[src/rtl/rwm_pkg.sv]
package rwm_pkg;
  localparam int XLEN = 64;
  localparam int WLEN = XLEN / 2;
  localparam int SHW  = $clog2(WLEN);

  typedef enum logic [1:0] {
    OP_AND_IMM = 2'd0,
    OP_AND_REG = 2'd1,
    OP_INSERT  = 2'd2,
    OP_ALIAS   = 2'd3
  } rwm_op_e;

  typedef struct packed {
    logic lt;
    logic gt;
    logic eq;
    logic so;
  } rwm_cr_t;
endpackage

[src/rtl/rwm_mask_gen.sv]
module rwm_mask_gen #(
  parameter int XLEN = 64,
  localparam int WLEN = XLEN / 2,
  localparam int SHW = $clog2(WLEN),
  localparam int PW = $clog2(XLEN)
) (
  input  logic [SHW-1:0]  mb,
  input  logic [SHW-1:0]  me,
  output logic [XLEN-1:0] mask
);
  logic [PW-1:0] beg_pos, end_pos;
  logic          wraps;

  // offset by WLEN: set the top bit of the position
  assign beg_pos = {1'b1, mb};
  assign end_pos = {1'b1, me};
  assign wraps   = beg_pos > end_pos;

  for (genvar i = 0; i < XLEN; i++) begin : g_bit
    localparam logic [PW-1:0] KPOS = PW'(XLEN - 1 - i);
    logic ge_b, le_e;
    assign ge_b = KPOS >= beg_pos;
    assign le_e = KPOS <= end_pos;
    assign mask[i] = wraps ? (ge_b | le_e) : (ge_b & le_e);
  end
endmodule

[src/rtl/rwm_rotator.sv]
module rwm_rotator #(
  parameter int WLEN = 32,
  localparam int SHW = $clog2(WLEN)
) (
  input  logic [WLEN-1:0]   word,
  input  logic [SHW-1:0]    count,
  output logic [2*WLEN-1:0] rot_dup
);
  logic [WLEN-1:0] stage [SHW+1];

  assign stage[0] = word;
  for (genvar s = 0; s < SHW; s++) begin : g_stage
    localparam int D = 1 << s;
    assign stage[s+1] = count[s]
      ? {stage[s][WLEN-1-D:0], stage[s][WLEN-1:WLEN-D]}
      : stage[s];
  end

  // doubled-word rotate equals the word rotate copied to both halves
  assign rot_dup = {stage[SHW], stage[SHW]};
endmodule

[src/rtl/rwm_cond.sv]
module rwm_cond
  import rwm_pkg::*;
#(
  parameter int XLEN = 64
) (
  input  logic [XLEN-1:0] value,
  input  logic            so_in,
  output rwm_cr_t         cr
);
  logic zero;
  assign zero  = (value == '0);
  assign cr.lt = value[XLEN-1];
  assign cr.gt = ~value[XLEN-1] & ~zero;
  assign cr.eq = zero;
  assign cr.so = so_in;
endmodule

[src/rtl/rwm_unit.sv]
module rwm_unit
  import rwm_pkg::*;
#(
  parameter bit REG_OUT = 1'b1
) (
  input  logic            clk,
  input  logic            rst_n,
  input  logic            in_valid,
  output logic            in_ready,
  input  logic [1:0]      op,
  input  logic [XLEN-1:0] src,
  input  logic [XLEN-1:0] amt,
  input  logic [XLEN-1:0] old_dst,
  input  logic [SHW-1:0]  sh_imm,
  input  logic [SHW-1:0]  mb,
  input  logic [SHW-1:0]  me,
  input  logic            rec,
  input  logic            so_in,
  output logic            out_valid,
  input  logic            out_ready,
  output logic [XLEN-1:0] result,
  output logic [3:0]      cr_field,
  output logic            cr_en
);
  rwm_op_e         op_e;
  logic [SHW-1:0]  count;
  logic [XLEN-1:0] rot_dup, mask, and_val, res_c;
  rwm_cr_t         cr_c;

  assign op_e  = rwm_op_e'(op);
  assign count = (op_e == OP_AND_REG) ? amt[SHW-1:0] : sh_imm;

  rwm_rotator #(.WLEN(WLEN)) rot_i (
    .word(src[WLEN-1:0]), .count(count), .rot_dup(rot_dup)
  );
  rwm_mask_gen #(.XLEN(XLEN)) mask_i (.mb(mb), .me(me), .mask(mask));

  assign and_val = rot_dup & mask;
  assign res_c   = (op_e == OP_INSERT) ? (and_val | (old_dst & ~mask)) : and_val;

  rwm_cond #(.XLEN(XLEN)) cond_i (.value(res_c), .so_in(so_in), .cr(cr_c));

  if (REG_OUT) begin : g_reg
    logic            full_q, cr_en_q;
    logic [XLEN-1:0] res_q;
    rwm_cr_t         cr_q;
    logic            take;

    assign in_ready = ~full_q | out_ready;
    assign take     = in_valid & in_ready;

    always_ff @(posedge clk) begin
      if (!rst_n) begin
        full_q  <= 1'b0;
        res_q   <= '0;
        cr_q    <= '0;
        cr_en_q <= 1'b0;
      end else begin
        if (take) begin
          full_q  <= 1'b1;
          res_q   <= res_c;
          cr_q    <= cr_c;
          cr_en_q <= rec;
        end else if (out_ready) begin
          full_q  <= 1'b0;
        end
      end
    end

    assign out_valid = full_q;
    assign result    = res_q;
    assign cr_field  = cr_q;
    assign cr_en     = cr_en_q;


    hold_stable_chk: assert property (@(posedge clk) disable iff (!rst_n)
      out_valid && !out_ready |=> out_valid && $stable(result) && $stable(cr_field));

    accept_lat_chk: assert property (@(posedge clk) disable iff (!rst_n)
      in_valid && in_ready |=> out_valid);

    upper_clear_chk: assert property (@(posedge clk) disable iff (!rst_n)
      in_valid && in_ready && op != 2'd2 && mb <= me |=> result[XLEN-1:WLEN] == '0);

    insert_keep_chk: assert property (@(posedge clk) disable iff (!rst_n)
      in_valid && in_ready && op == 2'd2 |=> ((result ^ $past(old_dst)) & ~$past(mask)) == '0);

    cr_onehot_chk: assert property (@(posedge clk) disable iff (!rst_n)
      out_valid |-> $countones(cr_field[3:1]) == 1);

    cr_en_chk: assert property (@(posedge clk) disable iff (!rst_n)
      in_valid && in_ready && !rec |=> !cr_en);
  end else begin : g_comb
    assign in_ready  = out_ready;
    assign out_valid = in_valid;
    assign result    = res_c;
    assign cr_field  = cr_c;
    assign cr_en     = rec;
  end
endmodule

[config.mk]
export PLATFORM = sky130hd
export DESIGN_NAME = rwm_unit
export DESIGN_NICKNAME = d
export VERILOG_FILES = /design/src/rtl/rwm_pkg.sv /design/src/rtl/rwm_mask_gen.sv /design/src/rtl/rwm_rotator.sv /design/src/rtl/rwm_cond.sv /design/src/rtl/rwm_unit.sv
export SDC_FILE = /design/constraint.sdc
export NUM_CORES = 1
export LEC_CHECK = 0
export ABC_AREA = 1
export BUFFER_PORTS_ARGS = -buffer_cell sky130_fd_sc_hd__clkbuf_2
export CAP_MARGIN = 20
export CORE_ASPECT_RATIO = 0.9
export CORE_MARGIN = 2
export CORE_UTILIZATION = 30
export DETAILED_ROUTE_END_ITERATION = 10
export PLACE_DENSITY = 0.51
export SLEW_MARGIN = 30
export SYNTH_ARGS = -nofsm -noshare
export SYNTH_HDL_FRONTEND = slang
export SYNTH_SLANG_ARGS = --single-unit
[constraint.sdc]
create_clock -name clk -period 3 [get_ports clk]
set_input_delay 0.45 -clock clk [delete_from_list [all_inputs] [get_ports clk]]
set_output_delay 0.45 -clock clk [all_outputs]
set_load 0.02 [all_outputs]
---- Word level (Yosys, flattened, before mapping) ----
Cells that the tools add are included.
cells by class
  reductions and logical operators ........ 2
  bitwise operators ....................... 138
  order comparisons ....................... 129
  mux-type cells .......................... 73
  equal/unequal tests ..................... 2
operator list
  operator              number
  $ge A6 B6 Y1 const A  32
  $le A6 B6 Y1 const A  32
  $mux W32              5
  $and A64 B64 Y64      2
  $ge A5 B6 Y1 const A  16
  $le A5 B6 Y1 const A  16
  $and A1 B1 Y1         66
  $mux W1               66
  $or A1 B1 Y1          65
  $logic_not A64 Y1     1
  $mux W64              1
  $not A64 Y64          1
  $or A64 B64 Y64       1
  $ge A4 B6 Y1 const A  8
  $le A4 B6 Y1 const A  8
  $ge A3 B6 Y1 const A  4
  $le A3 B6 Y1 const A  4
  $ge A1 B6 Y1 const A  2
  $ge A2 B6 Y1 const A  2
  $le A1 B6 Y1 const A  2
  $le A2 B6 Y1 const A  2
  $gt A6 B6 Y1          1
  $mux W5               1
  $not A1 Y1            3
  3 further kinds       3
word-level totals
  word-level logic and storage cells ...... 351
  bits in registers ....................... 70

---- Depth between registers and ports, before layout ----
Gate-level depths: netlist of run 1.
  depth in word-level cells ............... 13
  gate-level depth with buffers ........... 22
  gate-level depth less buffers ........... 20

---- By module ----
From an unflattened synthesis of run 1, not the netlist that was laid out.
second synthesis, totals
  cells, all modules ...................... 1594
  area, all modules ....................... 8438.1 µm²
modules (own cells, without submodules)
  module        instances  seq. area each (µm²)  cells each  area an instance (µm²)
  rwm_unit      1          1401.3                777         4176.5
  rwm_rotator   1          0.0                   424         2457.4
  rwm_mask_gen  1          0.0                   326         1537.7
  rwm_cond      1          0.0                   67          266.5

---- Worst setup path before layout of run 1 ----
OpenSTA, ideal clock, no wires.
  path type ............................... input-to-reg
  from .................................... input me[2]
  to ...................................... register g_reg.cr_q (netlist bit cr_field[2])
  arrival time ............................ 2.609 ns
  stages .................................. 21
  library setup time ...................... 0.132 ns
  path slack .............................. 0.259 ns
  cells stage by stage .................... clkbuf_1 inv_1 ha_1 nand2_1 inv_1 o211ai_1 nand3_1 nand2_1 inv_2 clkbuf_1 nand2_1 o2111ai_1 nand2_1 nor2_1 nand2_1 nor2_1 nand2_1 nor2_1 nand2_1 nand2_1 a21oi_1
between the ends
  word-level cells in the longest chain between the ends .. 10
ends and longest elaborated chain
  element                                        line                text
  start: declaration                             rwm_unit.sv:16      input logic [SHW-1:0] me,
  $le A6 B6 Y1, or another cell as far along     rwm_mask_gen.sv:23  assign le_e = KPOS <= end_pos;
  $and A1 B1 Y1 or $or A1 B1 Y1 (tied branches)  rwm_mask_gen.sv:24  assign mask[i] = wraps ? (ge_b | le_e) : (ge_b & le_e);
  $mux W1                                        rwm_mask_gen.sv:24
  $not A64 Y64                                   rwm_unit.sv:39      assign res_c = (op_e == OP_INSERT) ? (and_val | (old_dst & ~mask)) : and_val;
  $and A64 B64 Y64                               rwm_unit.sv:39
  $or A64 B64 Y64                                rwm_unit.sv:39
  $mux W64 *                                     rwm_unit.sv:39
  $logic_not A64 Y1                              rwm_cond.sv:11      assign zero = (value == '0);
  $not A1 Y1                                     rwm_cond.sv:13      assign cr.gt = ~value[XLEN-1] & ~zero;
  $and A1 B1 Y1 *                                rwm_cond.sv:13
  end signal: assignment                         rwm_unit.sv:62      cr_q <= cr_c;
  end: declaration                               rwm_unit.sv:46      rwm_cr_t cr_q;
Every way passes the cells marked *; elsewhere a longest branch is shown, timed or not.
A chain may end at the register's enable or synchronous reset.

---- Worst setup path in the final report of run 1 ----
  from .................................... input op[1]
  to ...................................... register g_reg.cr_q (netlist bit cr_field[2])
between the ends
  word-level cells in the longest chain between the ends .. 13
ends and longest elaborated chain
  element                line               text
  start: declaration     rwm_unit.sv:10     input logic [1:0] op,
  $eq A2 B1 Y1           rwm_unit.sv:31     assign count = (op_e == OP_AND_REG) ? amt[SHW-1:0] : sh_imm;
  $mux W5                rwm_unit.sv:31
  $mux W32 (5 in a row)  rwm_rotator.sv:15  ? {stage[s][WLEN-1-D:0], stage[s][WLEN-1:WLEN-D]}
  $and A64 B64 Y64       rwm_unit.sv:38     assign and_val = rot_dup & mask;
  $or A64 B64 Y64        rwm_unit.sv:39
  $mux W64 *             rwm_unit.sv:39
  $logic_not A64 Y1      rwm_cond.sv:11
  $not A1 Y1             rwm_cond.sv:13
  $and A1 B1 Y1 *        rwm_cond.sv:13
Marked as above.

==> flow_metrics.env, run 1 <==
export IMPL_core_um2=22400
export IMPL_rows=52
export IMPL_via_per_inst=5.08
export IMPL_rsz0062_at_grt="no"
export IMPL_clk_pin_slew_ps=60
export IMPL_hold_violations=0
export IMPL_numPortBuffers=194
export IMPL_track_usage=0.259
export IMPL_cap_viol_max_count=0
export IMPL_synth_top_area_share=0.280
export IMPL_clock_sinks=69
export IMPL_finClkSkew_ps=4.42
export IMPL_h_tree_depth=3
export IMPL_dp_slack_ps=-58.8
export IMPL_ios=286
export IMPL_yosys_area_top_type="nand3_1"
export IMPL_crit_slowest_cell="o21ai_1"
export IMPL_gp_congestion=0.969
export IMPL_ys_ff_latch=69
export IMPL_dr_first_iter_drc_count=1010
export IMPL_fin_crit_sh=0.904
export IMPL_drive_gt1_frac=0.237
export IMPL_yosysWarnings=0
export IMPL_clock_latency_ps=340
export IMPL_grt_pass1_vias=8541
export IMPL_yosysSeqAreaShare=0.203
export IMPL_multi_input_area_um2=4580
export IMPL_power_density_nw_per_um2=451
export IMPL_critical_path_buf_inv_count=4
export IMPL_ant_nets=0
export IMPL_cts_tree="done"
export IMPL_clockBufferDepth=2
export IMPL_syn_area_um2=6800
export IMPL_fmax_ghz=0.369
export IMPL_finalCriticalPeriod_ps=2710
export IMPL_die_w_um=163
export IMPL_initial_core_util=0.304
export IMPL_antenna_found_initial=1
export IMPL_fin_util=0.413
export IMPL_worst_pin_slew_ps=632
export IMPL_worst_slack_ps=289
export IMPL_path_class="primary input to register"
export IMPL_slew_violations=0
export IMPL_drt_total_wl_mm=31.0
export IMPL_synth_ff_type="dfxtp_1"
export IMPL_startpoint_type="primary input"
export IMPL_vdd_drop_max_mv=0.275
export IMPL_register_area_um2=1380
export IMPL_ys_types=29
export IMPL_areaGrowthSynthToFinish_pct=35.9
export IMPL_hpwl_mm=25.5
export IMPL_wl_per_cell_um=16.9
export IMPL_status="complete, no violations"
export IMPL_dieHeight_um=147
export IMPL_ys_top_cells_by_count="nand3_1, nand2_1, nor2_1"
export IMPL_ctsHoldBuffers=0
export IMPL_critPathRequiredTime_ps=3260
export IMPL_post_route_drc_count=0
export IMPL_synth_area_leaders="nand3_1, dfxtp_1, nand2_1"
export IMPL_firstDrtPassIters=6
export IMPL_vias=9313
export IMPL_synthArstFlopShare=0
export IMPL_finalNetCount=1752
export IMPL_crit_top_cell="nand2_1"
export IMPL_syn_nets=1489
export IMPL_dieArea_um2=23900
export IMPL_yosysMostFrequentCell="nand3_1"
export IMPL_cp_max_fo=31
export IMPL_avgSynthCellArea_um2=5.36
export IMPL_min_path_type="primary input to register"
export IMPL_syn_inst=1269
export IMPL_fillers=2540
export IMPL_end_kind="register"
export IMPL_numCtsBuffers=9
export IMPL_crit_family="simple AND/OR/NAND/NOR gates"
export IMPL_grt_max_degree=67
export IMPL_cts_root_buf="clkbuf_16"
export IMPL_gr_total_overflow=0
export IMPL_worstPathArrival_ps=2970
export IMPL_cp_cell_sequence="clkbuf_2 -> inv_1 -> nand2_2 -> buf_4 -> o21ai_2 -> buf_12 -> nand3_1 -> nand3_1 -> nand3_1 -> nand3_1 -> nand2_1 -> o21ai_1 -> nor2_1 -> nand2_1 -> nor2_1 -> nand2_1 -> nor2_1 -> nand2_1 -> nand2_1 -> a21oi_1"
export IMPL_maxSlewHeadroom=0.579
export IMPL_grt_first_pass_wirelength_mm=47.8
export IMPL_slowest_delay_ps=400
export IMPL_setup_viol=0
export IMPL_synth_edff_count=0
export IMPL_p_leak_uw=0.00523
==> worst register-to-register path: stages (launching register included) <==
cell and delay [ps]:
dfxtp_1 330, nand2_1 80, nand2_1 100, buf_4 520
nor2_1 170, or2_2 300, inv_1 50
==> registers in the layout, indices dropped and copies added (netlist names) <==
signal	flops
cr_en	1
cr_field	3
out_valid	1
result	64
==> report_power, final <==
part           internal, µW  total, µW  switching [µW]
logic                   778       2070            1290
clock network           638       1040             406
registers              1000       1050            49.3
total                  2420       4160            1740
==> metal layers <==
layer,up-vias,part of all wire,track usage
li1,4740,-,-
met1,4171,0.46,0.364
met2,358,0.44,0.412
met3,44,0.070,0.0359
met4,0,0.028,0.0774
met5,-,0,0
==> cell type report <==
class                      count  area share
multi-input combinational    981       0.495
timing repair buffer         326       0.224
sequential                    69       0.149
inverter                     145      0.0589
tap                          297      0.0402
clock buffer                   9      0.0244
clock inverter                 6     0.00704
antenna                        1    0.000271
==> repair_timing <==
item,4_1_cts,5_1_grt
gates resized for setup,0,3
setup buffers,0,0
endpoints found under the setup margin,0,1
==> cell usage in the layout, fill, tap and decap left out, drive strengths merged <==
cell type  instances
nand3            382
nand2            213
nor2             203
clkbuf           203
inv              145
buf              132
o21ai            113
dfxtp             69
a21oi             19
nand3b            16
nand4              7
o211ai             5
or2                5
ha                 5
nor3               4
clkinv             4
o2111ai            3
o31ai              2
a31oi              2
diode              1
a21o               1
o21a               1
clkinvlp           1
bufinv             1
==> cell families after synthesis <==
kind of cell / synth area share
buffers and inverters: 0.127
and+or+nand+nor: 0.545
DFF: 0.203
adders and majority gates: 0.00920
AOI/OAI and AO/OA: 0.116
==> final timing paths <==
| kind | startpoint | depth (start not counted) | slack, ps | to |
|---|---|---|---|---|
| setup / recovery | op[1] | 20 | 290 | cr_field[2] |
| hold / removal | rec | 3 | 370 | cr_en |
| setup reg to reg | out_valid | 6 | 1400 | result[63] |
| hold reg to reg | cr_field[2] | 2 | 480 | cr_field[2] |
==> through the flow <==
step	hold slack, ps	area, µm²	cells	total power (µW)	setup TNS, ps
global placement	457	8940	1818	3100	-65.0
global route	430	9240	1834	4460	0
CTS	369	9230	1833	4170	0
floorplan	545	6800	1269	2200	0
detailed placement	458	8940	1818	3110	-58.8
finish	375	9240	1834	4160	0
No activity file was read; power rests on OpenSTA's default activity.
==> run 2: changes to the inputs <==
--- a/config.mk
+++ b/config.mk
@@ -12,6 +12,7 @@
 export CORE_MARGIN = 2
 export CORE_UTILIZATION = 30
 export DETAILED_ROUTE_END_ITERATION = 10
+export MAX_ROUTING_LAYER = met4
 export PLACE_DENSITY = 0.51
 export SLEW_MARGIN = 30
 export SYNTH_ARGS = -nofsm -noshare
==> flow_metrics.env, run 2 (synthesis results as in run 1) <==
export IMPL_drive_gt1_frac=0.242
export IMPL_setup_viol=0
export IMPL_clock_sinks=69
export IMPL_rsz0062_at_grt="no"
export IMPL_firstDrtPassIters=6
export IMPL_startpoint_type="primary input"
export IMPL_crit_path_start="op[1]"
export IMPL_numCtsBuffers=9
export IMPL_ff2ff_setup_slack_ps=1380
export IMPL_r2r_end="result[63]"
export IMPL_worstPathArrival_ps=2870
export IMPL_die_w_um=163
export IMPL_placed_cell_area_um2=9000
export IMPL_ios=286
export IMPL_slowest_delay_ps=180
export IMPL_largest_reg_flops=64
export IMPL_crit_family="simple AND/OR/NAND/NOR gates"
export IMPL_cp_num_cells=21
export IMPL_cap_viol_max_count=0
export IMPL_hold_violations=0
export IMPL_finalNetCount=1759
export IMPL_r2r_worst_path_cells=6
export IMPL_core_um2=22400
export IMPL_critPathRequiredTime_ps=3190
export IMPL_dr_first_iter_drc_count=940
export IMPL_final_common_cell="nand3_1"
export IMPL_grt_pass1_vias=8548
export IMPL_finalCriticalPeriod_ps=2680
export IMPL_finClkSkew_ps=5.26
export IMPL_layout_common_cells="nand3_1, nand2_1, nor2_1"
export IMPL_dieArea_um2=23900
export IMPL_status="complete, no violations"
export IMPL_path_class="primary input to register"
export IMPL_critical_path_buf_inv_count=4
export IMPL_grt_first_pass_wirelength_mm=47.6
export IMPL_cp_max_fo=31
export IMPL_hpwl_mm=25.8
export IMPL_worst_pin_slew_ps=719
export IMPL_grt_max_degree=67
export IMPL_vias=9298
export IMPL_initial_core_util=0.304
export IMPL_clk_pin_slew_ps=60
export IMPL_gp_congestion=0.995
export IMPL_rows=52
export IMPL_ant_nets=0
export IMPL_numPortBuffers=194
export IMPL_power_density_nw_per_um2=450
export IMPL_drt_total_wl_mm=31.2
export IMPL_min_path_type="primary input to register"
export IMPL_crit_slowest_cell="buf_12"
export IMPL_via_per_inst=5.05
export IMPL_cp_cell_sequence="clkbuf_2 -> inv_1 -> buf_4 -> nand3_2 -> nand2_1 -> buf_12 -> nand2_1 -> nand3_1 -> nand3_1 -> nand3_1 -> nand3_1 -> nand3_1 -> nand2_1 -> nor2_1 -> nand2_1 -> nor2_1 -> nand2_1 -> nor2_1 -> nand2_1 -> nand2_1 -> a21oi_1"
export IMPL_h_tree_depth=3
export IMPL_vdd_drop_max_mv=0.223
export IMPL_maxSlewHeadroom=0.521
export IMPL_cts_root_buf="clkbuf_16"
export IMPL_end_kind="register"
export IMPL_power_uw=4190
export IMPL_cts_tree="done"
export IMPL_dieHeight_um=147
export IMPL_areaGrowthSynthToFinish_pct=37.0
export IMPL_p_leak_uw=0.00527
export IMPL_gr_total_overflow=0
export IMPL_wl_per_cell_um=16.9
export IMPL_fin_util=0.416
export IMPL_track_usage=0.268
export IMPL_fin_crit_sh=0.893
export IMPL_post_route_drc_count=0
export IMPL_cp_endpoint="cr_field[2]"
export IMPL_fmax_ghz=0.373
export IMPL_clockBufferDepth=2
export IMPL_reg2reg_from="out_valid"
export IMPL_clock_latency_ps=340
export IMPL_antenna_found_initial=0
export IMPL_final_cell_area_um2=9320
export IMPL_crit_top_cell="nand2_1"
export IMPL_num_antenna_cells=0
export IMPL_slew_violations=0
==> run 2: cell types whose count changed in the layout (fill, tap and decap cells not counted) <==
| cell | before | now |
|---|---|---|
| nand3_1 | 379 | 378 |
| nor2_2 | 1 | 2 |
| buf_12 | 9 | 10 |
| nor2_1 | 201 | 200 |
| nand2_4 | 0 | 1 |
| nand3_2 | 3 | 4 |
| diode_2 | 1 | 0 |
| nand2_2 | 5 | 4 |
| buf_4 | 123 | 129 |
==> run 2: how the worst min path moves through the flow <==
stage | cells after the start | slack, ps | start | end
3_3_place_gp | 2 | 460 | cr_field[2] | cr_field[2]
6_report | 3 | 360 | rec | cr_en
5_1_grt | 3 | 390 | rec | cr_en
3_5_place_dp | 2 | 460 | cr_field[2] | cr_field[2]
4_1_cts | 3 | 350 | rec | cr_en
2_1_floorplan | 2 | 550 | cr_field[2] | cr_field[2]
==> run 2: worst min-delay path: stages <==
cell      delay (ps)
clkbuf_2          70
o21ai_0           70
nor2_1            80
==> run 2: metrics by stage <==
step	setup WS (ps)	hold WS [ps]	std cells	setup TNS [ps]
global route	38.9	389	1840	0
global placement	-107	457	1825	-128
floorplan	259	545	1269	0
finish	322	362	1840	0
detailed placement	-67.7	459	1825	-67.7
CTS	286	352	1840	0
==> run 2: what timing repair did <==
action	in CTS	in global routing
hold buffers	0	0
setup buffers	0	0
gates resized for setup	0	6
endpoints found under the hold margin	0	0
setup endpoints to repair	0	2
==> run 2: layer usage <==
metal / track usage / up-vias / routed length (µm)
met5: - / - / 0
met4: 0.0783 / 0 / 773
met3: 0.0480 / 42 / 2150
met2: 0.410 / 326 / 13800
met1: 0.361 / 4191 / 14400
li1: - / 4739 / -
==> run 2: final cells by class <==
type                            instances  area [µm²]
Fill cell                            2541       13100
Multi-Input combinational cell        981        4590
Timing Repair Buffer                  333        2140
Sequential cell                        69        1380
Inverter                              145         544
Tap cell                              297         372
Clock buffer                            9         225
Clock inverter                          6        65.1
==> run 2: power by group <==
| part | leakage [µW] | internal, µW | switching (µW) |
|---|---|---|---|
| Sequential | 0.000571 | 1000 | 48.0 |
| Combinational | 0.00456 | 800 | 1290 |
| Clock | 0.000141 | 638 | 414 |
